`src/rtl/uart_seq_pkg.sv`:
```
package uart_seq_pkg;

  localparam int MAX_DATA = 9;
  localparam int FRAME_W  = 13;  // start + 9 data + parity + 2 stop

  localparam logic [1:0] PAR_ODD  = 2'd1;
  localparam logic [1:0] PAR_EVEN = 2'd2;

  typedef enum logic [1:0] {
    ST_IDLE  = 2'd0,
    ST_WAIT  = 2'd1,
    ST_READY = 2'd2,
    ST_FRAME = 2'd3
  } seq_state_e;

  typedef struct packed {
    logic [1:0] dbits;
    logic [1:0] par;
    logic       two_stop;
  } frame_fmt_t;

  function automatic logic [3:0] seq_data_len(input logic [1:0] code);
    case (code)
      2'd0:    seq_data_len = 4'd7;
      2'd1:    seq_data_len = 4'd8;
      default: seq_data_len = 4'd9;
    endcase
  endfunction

  function automatic logic [MAX_DATA-1:0] seq_word_mask(input logic [1:0] code);
    case (code)
      2'd0:    seq_word_mask = 9'h07F;
      2'd1:    seq_word_mask = 9'h0FF;
      default: seq_word_mask = 9'h1FF;
    endcase
  endfunction

endpackage

```
`src/rtl/uart_seq_baud.sv`:
```
module uart_seq_baud #(
  parameter int DIV_W = 16
) (
  input  logic             clk,
  input  logic             rst_n,
  input  logic             en_i,
  input  logic             restart_i,
  input  logic [DIV_W-1:0] div_i,
  output logic             tick_o
);

  logic [DIV_W-1:0] cnt_q, cnt_n;
  logic [DIV_W-1:0] div_eff;

  always_comb begin
    div_eff = (div_i == '0) ? DIV_W'(1) : div_i;
    tick_o  = en_i && (cnt_q == div_eff - DIV_W'(1));
  end

  always_comb begin
    cnt_n = cnt_q;
    if (restart_i)   cnt_n = '0;
    else if (tick_o) cnt_n = '0;
    else if (en_i)   cnt_n = cnt_q + DIV_W'(1);
  end

  always_ff @(posedge clk or negedge rst_n) begin
    if (!rst_n) cnt_q <= '0;
    else        cnt_q <= cnt_n;
  end

endmodule

```
`src/rtl/uart_seq_frame.sv`:
```
module uart_seq_frame
  import uart_seq_pkg::*;
(
  input  logic                clk,
  input  logic                rst_n,
  input  logic                load_i,
  input  logic [MAX_DATA-1:0] data_i,
  input  frame_fmt_t          fmt_i,
  input  logic                tick_i,
  output logic                tx_o,
  output logic                active_o,
  output logic                done_o
);

  logic [FRAME_W-1:0]  img;
  logic [MAX_DATA-1:0] dmask;
  logic [3:0]          dlen, nbits;
  logic                par_on, pbit;

  logic [FRAME_W-1:0] sh_q, sh_n;
  logic [3:0]         left_q, left_n;
  logic               act_q, act_n;
  logic               tx_q, tx_n;

  // frame image: bit 0 leaves first
  always_comb begin
    dlen   = seq_data_len(fmt_i.dbits);
    dmask  = data_i & seq_word_mask(fmt_i.dbits);
    par_on = (fmt_i.par == PAR_ODD) || (fmt_i.par == PAR_EVEN);
    pbit   = (^dmask) ^ (fmt_i.par == PAR_ODD);
    img    = '1;
    img[0] = 1'b0;
    for (int i = 0; i < MAX_DATA; i++) begin
      if (4'(i) < dlen) img[i+1] = dmask[i];
    end
    if (par_on) img[dlen + 4'd1] = pbit;
    nbits = 4'd2 + dlen + {3'b000, par_on} + {3'b000, fmt_i.two_stop};
  end

  always_comb begin
    sh_n   = sh_q;
    left_n = left_q;
    act_n  = act_q;
    tx_n   = tx_q;
    done_o = 1'b0;
    if (load_i) begin
      sh_n   = {1'b1, img[FRAME_W-1:1]};
      tx_n   = img[0];
      left_n = nbits - 4'd1;
      act_n  = 1'b1;
    end else if (act_q && tick_i) begin
      if (left_q == 4'd0) begin
        done_o = 1'b1;
        act_n  = 1'b0;
        tx_n   = 1'b1;
      end else begin
        tx_n   = sh_q[0];
        sh_n   = {1'b1, sh_q[FRAME_W-1:1]};
        left_n = left_q - 4'd1;
      end
    end
  end

  always_ff @(posedge clk or negedge rst_n) begin
    if (!rst_n) begin
      sh_q   <= '1;
      left_q <= '0;
      act_q  <= 1'b0;
      tx_q   <= 1'b1;
    end else begin
      sh_q   <= sh_n;
      left_q <= left_n;
      act_q  <= act_n;
      tx_q   <= tx_n;
    end
  end

  assign tx_o     = tx_q;
  assign active_o = act_q;

  // a load from the sequencer puts the start bit on the line at once
  a_r4_start_bit_low: assert property (@(posedge clk) disable iff (!rst_n)
    load_i |=> !tx_o);

endmodule

```
`src/rtl/uart_seq_ctrl.sv`:
```
module uart_seq_ctrl
  import uart_seq_pkg::*;
#(
  parameter int CNT_W         = 16,
  parameter int DLY_W         = 32,
  parameter int DIV_W         = 16,
  parameter int CLK_PERIOD_NS = 20
) (
  input  logic                clk,
  input  logic                rst_n,
  input  logic [MAX_DATA-1:0] cfg_first,
  input  logic [CNT_W-1:0]    cfg_count,
  input  logic [DLY_W-1:0]    cfg_delay_ns,
  input  logic [DIV_W-1:0]    cfg_baud_div,
  input  frame_fmt_t          cfg_fmt,
  input  logic                start_i,
  input  logic                start_fc_i,
  input  logic                stop_i,
  input  logic                cts_i,
  input  logic                frame_active_i,
  input  logic                frame_done_i,
  output logic                load_o,
  output logic [MAX_DATA-1:0] word_o,
  output frame_fmt_t          fmt_o,
  output logic [DIV_W-1:0]    div_o,
  output logic                busy_o
);

  localparam logic [DLY_W-1:0] PERIOD_V = DLY_W'(CLK_PERIOD_NS);

  seq_state_e          state_q, state_n;
  logic [DLY_W-1:0]    wait_q, wait_n, dly_cycles;
  logic [CNT_W-1:0]    left_q, left_n;
  logic [MAX_DATA-1:0] word_q, word_n;
  logic                fc_q, fc_n;
  logic                stop_q, stop_n;
  frame_fmt_t          fmt_q, fmt_n;
  logic [DIV_W-1:0]    div_q, div_n;

  assign dly_cycles = cfg_delay_ns / PERIOD_V;

  always_comb begin
    state_n = state_q;
    wait_n  = wait_q;
    left_n  = left_q;
    word_n  = word_q;
    fc_n    = fc_q;
    stop_n  = stop_q;
    fmt_n   = fmt_q;
    div_n   = div_q;
    load_o  = 1'b0;
    case (state_q)
      ST_IDLE: begin
        if (start_i && (cfg_count != '0)) begin
          fc_n   = start_fc_i;
          word_n = cfg_first & seq_word_mask(cfg_fmt.dbits);
          left_n = cfg_count;
          fmt_n  = cfg_fmt;
          div_n  = cfg_baud_div;
          stop_n = 1'b0;
          wait_n = dly_cycles;
          if (start_fc_i || (dly_cycles == '0)) state_n = ST_READY;
          else                                  state_n = ST_WAIT;
        end
      end
      ST_WAIT: begin
        if (stop_i)                      state_n = ST_IDLE;
        else if (wait_q <= DLY_W'(1))    state_n = ST_READY;
        else                             wait_n  = wait_q - DLY_W'(1);
      end
      ST_READY: begin
        if (stop_i || stop_q || (left_q == '0)) begin
          state_n = ST_IDLE;
          stop_n  = 1'b0;
        end else if (!fc_q || cts_i) begin
          load_o  = 1'b1;
          state_n = ST_FRAME;
        end
      end
      ST_FRAME: begin
        if (stop_i) stop_n = 1'b1;
        if (frame_done_i) begin
          word_n = (word_q + 9'd1) & seq_word_mask(fmt_q.dbits);
          left_n = left_q - CNT_W'(1);
          if (stop_i || stop_q) begin
            state_n = ST_IDLE;
            stop_n  = 1'b0;
          end else begin
            state_n = ST_READY;
          end
        end
      end
      default: state_n = ST_IDLE;
    endcase
  end

  always_ff @(posedge clk or negedge rst_n) begin
    if (!rst_n) begin
      state_q <= ST_IDLE;
      wait_q  <= '0;
      left_q  <= '0;
      word_q  <= '0;
      fc_q    <= 1'b0;
      stop_q  <= 1'b0;
      fmt_q   <= '0;
      div_q   <= '0;
    end else begin
      state_q <= state_n;
      wait_q  <= wait_n;
      left_q  <= left_n;
      word_q  <= word_n;
      fc_q    <= fc_n;
      stop_q  <= stop_n;
      fmt_q   <= fmt_n;
      div_q   <= div_n;
    end
  end

  assign word_o = word_q;
  assign fmt_o  = fmt_q;
  assign div_o  = div_q;
  assign busy_o = (state_q != ST_IDLE);

  // under flow control a frame only leaves after CTS was high
  a_r7_cts_gate: assert property (@(posedge clk) disable iff (!rst_n)
    ($rose(frame_active_i) && fc_q) |-> $past(cts_i));

  // a stop during a frame does not cut the frame
  a_r8_stop_keeps_frame: assert property (@(posedge clk) disable iff (!rst_n)
    (stop_i && frame_active_i && !frame_done_i) |=> frame_active_i);

  // a start with a zero count is ignored
  a_r2_zero_count: assert property (@(posedge clk) disable iff (!rst_n)
    ((state_q == ST_IDLE) && start_i && (cfg_count == '0)) |=> !busy_o);

endmodule

```
`src/rtl/uart_seq_tx.sv`:
```
module uart_seq_tx
  import uart_seq_pkg::*;
#(
  parameter int CNT_W         = 16,
  parameter int DLY_W         = 32,
  parameter int DIV_W         = 16,
  parameter int CLK_PERIOD_NS = 20
) (
  input  logic                clk,
  input  logic                rst_n,
  input  logic [MAX_DATA-1:0] cfg_first,
  input  logic [CNT_W-1:0]    cfg_count,
  input  logic [DLY_W-1:0]    cfg_delay_ns,
  input  logic [DIV_W-1:0]    cfg_baud_div,
  input  logic [1:0]          cfg_data_bits,
  input  logic [1:0]          cfg_parity,
  input  logic                cfg_two_stop,
  input  logic                start_i,
  input  logic                start_fc_i,
  input  logic                stop_i,
  input  logic                cts_i,
  output logic                tx_o,
  output logic                busy_o
);

  frame_fmt_t          cfg_fmt, run_fmt;
  logic [MAX_DATA-1:0] word;
  logic [DIV_W-1:0]    run_div;
  logic                load, tick, f_active, f_done;

  assign cfg_fmt = '{dbits: cfg_data_bits, par: cfg_parity, two_stop: cfg_two_stop};

  uart_seq_ctrl #(
    .CNT_W(CNT_W), .DLY_W(DLY_W), .DIV_W(DIV_W), .CLK_PERIOD_NS(CLK_PERIOD_NS)
  ) u_ctrl (
    .clk(clk), .rst_n(rst_n),
    .cfg_first(cfg_first), .cfg_count(cfg_count), .cfg_delay_ns(cfg_delay_ns),
    .cfg_baud_div(cfg_baud_div), .cfg_fmt(cfg_fmt),
    .start_i(start_i), .start_fc_i(start_fc_i), .stop_i(stop_i), .cts_i(cts_i),
    .frame_active_i(f_active), .frame_done_i(f_done),
    .load_o(load), .word_o(word), .fmt_o(run_fmt), .div_o(run_div), .busy_o(busy_o)
  );

  uart_seq_baud #(.DIV_W(DIV_W)) u_baud (
    .clk(clk), .rst_n(rst_n), .en_i(f_active), .restart_i(load),
    .div_i(run_div), .tick_o(tick)
  );

  uart_seq_frame u_frame (
    .clk(clk), .rst_n(rst_n), .load_i(load), .data_i(word), .fmt_i(run_fmt),
    .tick_i(tick), .tx_o(tx_o), .active_o(f_active), .done_o(f_done)
  );

  // line idles high whenever no run is active
  a_r9_idle_high: assert property (@(posedge clk) disable iff (!rst_n)
    !busy_o |-> tx_o);

endmodule

```
`config.mk`:
```
export PLATFORM = sky130hd
export DESIGN_NAME = uart_seq_tx
export DESIGN_NICKNAME = d
export VERILOG_FILES = /design/src/rtl/uart_seq_pkg.sv /design/src/rtl/uart_seq_baud.sv /design/src/rtl/uart_seq_frame.sv /design/src/rtl/uart_seq_ctrl.sv /design/src/rtl/uart_seq_tx.sv
export SDC_FILE = /design/constraint.sdc
export NUM_CORES = 1
export LEC_CHECK = 0
export ABC_AREA = 1
export BUFFER_PORTS_ARGS = -buffer_cell sky130_fd_sc_hd__buf_2
export CORE_MARGIN = 10
export CORE_UTILIZATION = 50
export DETAILED_ROUTE_END_ITERATION = 10
export PLACE_DENSITY = 0.73
export SETUP_SLACK_MARGIN = 0.4
export SLEW_MARGIN = 5
export SYNTH_ARGS = -nofsm -noshare
export SYNTH_HDL_FRONTEND = slang
export SYNTH_HIERARCHICAL = 1
export SYNTH_SLANG_ARGS = --single-unit
```
`constraint.sdc`:
```
create_clock -name clk -period 9.9 [get_ports clk]
set_input_delay 0.99 -clock clk [delete_from_list [all_inputs] [get_ports clk]]
set_output_delay 0.99 -clock clk [all_outputs]
set_load 0.005 [all_outputs]
```
Yosys cells after proc, flatten, opt, wreduce, memory -nomap -nowiden
Index checks and enable logic that the tools add are counted.
{"block": "word_totals", "regBits": 117, "output_inout_bits": 2, "word_cells": 159}
{"block": "classes", "reduce_logical": 33, "n_eq_ne": 16, "div_mod_pow": 1, "n_addsub": 11, "n_mux": 67, "n_bitwise": 4, "magnitude_cmp": 12}
{"operator": "two-way mux 16 bit", "n": 6}
{"operator": "two-way mux 32 bit", "n": 3}
{"operator": "case mux 32 bit (2 select lines)", "n": 1}
{"operator": "two-way mux 9 bit", "n": 6}
{"operator": "case mux 9 bit (2 select lines)", "n": 3}
{"operator": "two-way mux 13 bit", "n": 4}
{"operator": "divider 32 x 5 -> 32 bit (second input constant)", "n": 1}
{"operator": "less-or-equal comparator 32 x 1 -> 1 bit (second input constant)", "n": 1}
{"operator": "zero test 16 bit", "n": 2}
{"operator": "zero test 32 bit", "n": 1}
{"operator": "case mux 16 bit (2 select lines)", "n": 1}
{"operator": "subtractor 16 x 1 -> 16 bit (second input constant)", "n": 2}
{"operator": "subtractor 32 x 1 -> 32 bit (second input constant)", "n": 1}
{"operator": "AND 9 bit", "n": 3}
{"operator": "two-way mux 1 bit", "n": 27}
{"operator": "adder 16 x 1 -> 16 bit (second input constant)", "n": 1}
{"operator": "equality test 16 bit", "n": 1}
{"operator": "less-than comparator 3 x 4 -> 1 bit (first input constant)", "n": 4}
{"operator": "two-way mux 2 bit", "n": 8}
{"operator": "nonzero test 16 bit", "n": 1}
{"operator": "bitwise mux 13 bit", "n": 1}
{"operator": "two-way mux 4 bit", "n": 3}
{"operator": "nonzero test 2 bit", "n": 5}
{"operator": "adder 9 x 1 -> 9 bit (second input constant)", "n": 1}
{"operator": "30 further kinds", "n": 57}

Depth between registers and ports, before layout
{"block": "depth", "word_depth": 13, "mapped_depth": 133, "mapped_depth_nobuf": 133}

By module
The synthesis kept the hierarchy.
{"module": "uart_seq_ctrl", "cells_per_inst": 1138, "n_inst": 1, "area_each_um2": 7302.0}
{"module": "uart_seq_baud", "cells_per_inst": 260, "n_inst": 1, "area_each_um2": 1720.4}
{"module": "uart_seq_frame", "cells_per_inst": 181, "n_inst": 1, "area_each_um2": 1256.2}

Least setup slack after synthesis
No wires, ideal clock.
{"block": "synth_path", "path_type": "input port to flip-flop", "from": "input port cfg_delay_ns[29]", "to": "register u_ctrl.state_q[1]", "stages": 120, "setup_slack_ns": 0.470, "required_ns": 9.783, "arrival_ns": 9.314, "path_buffers": 0, "cell_sequence": "inv_1 nand3_1 nand2_1 inv_1 nand2_2 nand2_4 nand2_4 nand3_2 nand2_4 nand2_2 a21oi_4 nand2_4 nand2_2 nand2_2 nand2_2 inv_2 nand2_2 nand2_2 (+84 left out) nand2_4 nand2_4 nand2_1 nand2_2 inv_2 nand2_2 nand2_2 nand2_2 nand2_2 inv_2 nand2_1 nand2_2 nand2_1 nand3_1 nand3_1 nand2_1 nand2_1 nand2_1"}
{"block": "synth_between", "elab_chain_len": 6}
{"element": "start, declared", "line": "uart_seq_tx.sv:13", "text": "input logic [DLY_W-1:0] cfg_delay_ns,"}
{"element": "divider 32 x 5 -> 32 bit", "line": "uart_seq_ctrl.sv:40", "text": "assign dly_cycles = cfg_delay_ns / PERIOD_V;"}
{"element": "zero test 32 bit", "line": "uart_seq_ctrl.sv:62", "text": "if (start_fc_i || (dly_cycles == '0)) state_n = ST_READY;"}
{"element": "logical OR 1 bit", "line": "uart_seq_ctrl.sv:62"}
{"element": "two-way mux 2 bit", "line": "uart_seq_ctrl.sv:62"}
{"element": "two-way mux 2 bit", "line": "uart_seq_ctrl.sv:54", "text": "if (start_i && (cfg_count != '0)) begin"}
{"element": "case mux 2 bit (4 select lines)", "line": "uart_seq_ctrl.sv:52", "text": "case (state_q)"}
{"element": "end signal, assigned", "line": "uart_seq_ctrl.sv:108", "text": "state_q <= state_n;"}
{"element": "end, declared", "line": "uart_seq_ctrl.sv:31", "text": "seq_state_e state_q, state_n;"}
No other way between the ends. The select of a mux whose other input is x is not followed.
A chain may end at the register's enable or synchronous reset.

Worst setup path in the final report
{"block": "layout_path", "from": "input port cfg_delay_ns[30]", "to": "register u_ctrl.state_q[1]"}
The elaborated chain is that of the path after synthesis.

==> results.md <==
- Status: finished with violations
- Clk Latency, worst-skew pair: 420 ps
- Initial antenna violation count: 0
- Relative slew slack: 0.340
- Number of global-route vias before repair: 10,700
- Post-Syn Instances: 1,579
- Routed vias: 11,100
- Inserted Clock Buffers: 17
- Htree depth: 4
- Max-Cap Viols: 0
- Die W: 163 µm
- RSZ-0062 raised after global routing: true
- Core Box Area: 20,200 µm²
- Syn_area_per_cell: ~6.5 µm²
- Clock tree buffer depth: 2
- Clock sinks: 114
- DP Area: 11,400 µm²
- Sequential area share after synthesis: 0.279
- Max-slew violations: 0
- Layout Nets: around 1,900
- Fillers: around 1,700
- CP Launch Type: input pin
- Worst-margin pin slew: around 990 ps
- Endpoints failing setup: 6
- Post-synth top flop: dfrtp_1
- ANT nets after route: 0
- Post-CTS Hold Buffers: 0
- First-pass GRT wire length: 46.7 mm
- Final Cycle Share: 1.07
- GR Overflow Total: 0
- Crit Path Class: input pin to register
- Layout cells sized above 1: 0.344
- Commonest non-fill, non-tap cells in the layout: nand2_1, inv_1, buf_4
- Largest net degree at the start of global routing: between 60 and 70
- Min-delay worst type: register to register
- Unique masters post-synth: 57
- Setup clock skew after layout: 8.52 ps
- Final wirelength: ~30 mm
- CP startpoint: cfg_delay_ns[30]
- Number of flops mapped to enable cells by yosys: 0
- Initial Utilization: 0.508
- CTS root buf: clkbuf_16
- DRC: 0
- Port bufs: 83
- Critical path's largest stage delay: 230 ps
- TritonCTS clock tree: built
- Reg2reg start: u_ctrl/div_o[2]
- Dpl hpwl: 18.8 mm
- Critical path's most frequent cell: nand2_4
- # diodes: 0
- Failing checks: negative setup slack
- Clk pin slew, worst setup/hold paths: 50 ps
- IO Pins: 86
- FP Rows: 52
- Via density: 5.28
- Iter 0 DRT Violations: 617
- Area growth syn-to-layout: 33.6%
- Design Area, Final: approximately 14,000 µm²
- WP data required: 10,210 ps
- Critical-path top delay cell: a21oi_4
- Yosys warning total: 6
- Die Ht: 163 µm
- Period minus WS final: 10,580 ps
- Netlist Area Pre-Place: 10,300 µm²
- F_max: between 0.09 and 0.1 GHz
- Post-route setup slack: -678 ps
- Hold violation count in the final report: 0
- DR WL/cell: 14.2 µm
- Post-synth ARST share: 1.00
- CP endpoint kind: register
- CP Max Fanout: 5
- Drt pass-1 iters: 8
- Synth Register Bits: 114
- Crit path DAT: between 10,000 and 15,000 ps
- Die ar.: 26,700 µm²
- Syn Nets: roughly 1,700
- Gr usage total: 0.205
- Routability cong.: 0.860
- Most common cell after layout, fill and taps aside: nand2_1
- Hold path start: u_frame/sh_q[7]
==> layout make-up <==
cell class,instances,area (µm²),area share
sequential,114,2870,0.209
multi-input combinational,1203,7280,0.531
inverter,231,895,0.0652
clock inverter,9,103,0.00747
tap,270,338,0.0246
timing repair buffer,252,1750,0.127
clock buffer,23,498,0.0363
==> repair_timing <==
item,4_1_cts,5_1_grt
hold endpoints to repair,0,0
gates resized for setup,95,140
gates cloned,0,0
setup endpoints to repair,5,9
setup buffers,79,20
pin swaps,70,93
==> sequential cells by signal, indices dropped and copies added, names as in the netlist <==
name and flops:
u_ctrl/wait_q 32, u_baud/cnt_q 16, u_ctrl/div_o 16, u_ctrl/left_q 16, u_frame/sh_q 10, u_ctrl/word_o 9
u_ctrl/fmt_o 5, u_frame/left_q 4, u_ctrl/state_q 2, u_ctrl/fc_q 1, u_ctrl/stop_q 1, u_frame/active_o 1
u_frame/tx_o 1
==> routing by layer <==
metal  GRT usage  part of all wire
met5           0                 0
met4      0.0963             0.037
met3      0.0315             0.033
met2       0.372              0.53
met1       0.231              0.40
==> cells in the mapped netlist (all sizes together) (4+ instances only) <==
| master | number | share of area |
|---|---|---|
| dfstp | 11 | 0.028 |
| nor3b | 4 | 0.0029 |
| o21ai | 112 | 0.059 |
| nand2 | 521 | 0.23 |
| o22ai | 9 | 0.0055 |
| xor2 | 35 | 0.031 |
| a31oi | 12 | 0.0073 |
| o2111ai | 5 | 0.0043 |
| nor2 | 154 | 0.060 |
| nor4 | 21 | 0.013 |
| nor3 | 24 | 0.012 |
| ha | 14 | 0.017 |
| a21oi | 56 | 0.030 |
| dfrtp | 103 | 0.25 |
| nand3 | 163 | 0.091 |
| nand4 | 23 | 0.014 |
| a22oi | 5 | 0.0037 |
| buf | 5 | 0.0054 |
| mux2 | 4 | 0.0044 |
| clkbuf | 26 | 0.010 |
| inv | 228 | 0.083 |
| xnor2 | 14 | 0.012 |
==> stage by stage <==
stage	worst slack [ps]	util	hold WS, ps	instances	setup TNS, ps
after floorplan	470	-	442	1579	0
after global placement	-443	0.563	456	1971	-1720
after detailed placement	-729	0.563	464	1971	-3100
after CTS	-95.6	0.641	477	2082	-319
after global routing	-1340	0.678	503	2102	-7460
final	-678	0.678	481	2102	-3340
==> worst max-delay path, delay by kind of cell <==
kind / cells / cell delay, ps
AO/OA/AOI/OAI: 5 / 860
buffers and inverters: 19 / 1540
AND/OR/NAND/NOR: 92 / 7390
==> final timing paths <==
kind / to / slack, ps / cells after the start
setup / recovery: u_ctrl/state_q[1] / -680 / 116
hold / removal: u_frame/sh_q[7] / 480 / 2
setup reg to reg: u_ctrl/word_o[5] / 5660 / 24
hold reg to reg: u_frame/sh_q[7] / 480 / 2
max in group asynchronous: u_ctrl/div_o[8] / 8080 / 2
min in group asynchronous: u_ctrl/fmt_o[1] / 660 / 1
==> cells by family (layout without fill, tap and decap cells) <==
kind of cell / count (synthesis) / count (layout) / share of synthesized area
XOR/XNOR: 50 / 50 / 0.0447
AO/OA/AOI/OAI: 215 / 215 / 0.122
multiplexers: 5 / 5 / 0.00536
AND/OR/NAND/NOR: 918 / 918 / 0.430
flip-flops: 114 / 114 / 0.279
buffers and inverters: 262 / 515 / 0.100
adder cells (fa/ha/maj): 15 / 15 / 0.0190
Power is not shown: default switching activity piles up to over one toggle a cycle in this logic, so the estimate is an artifact.
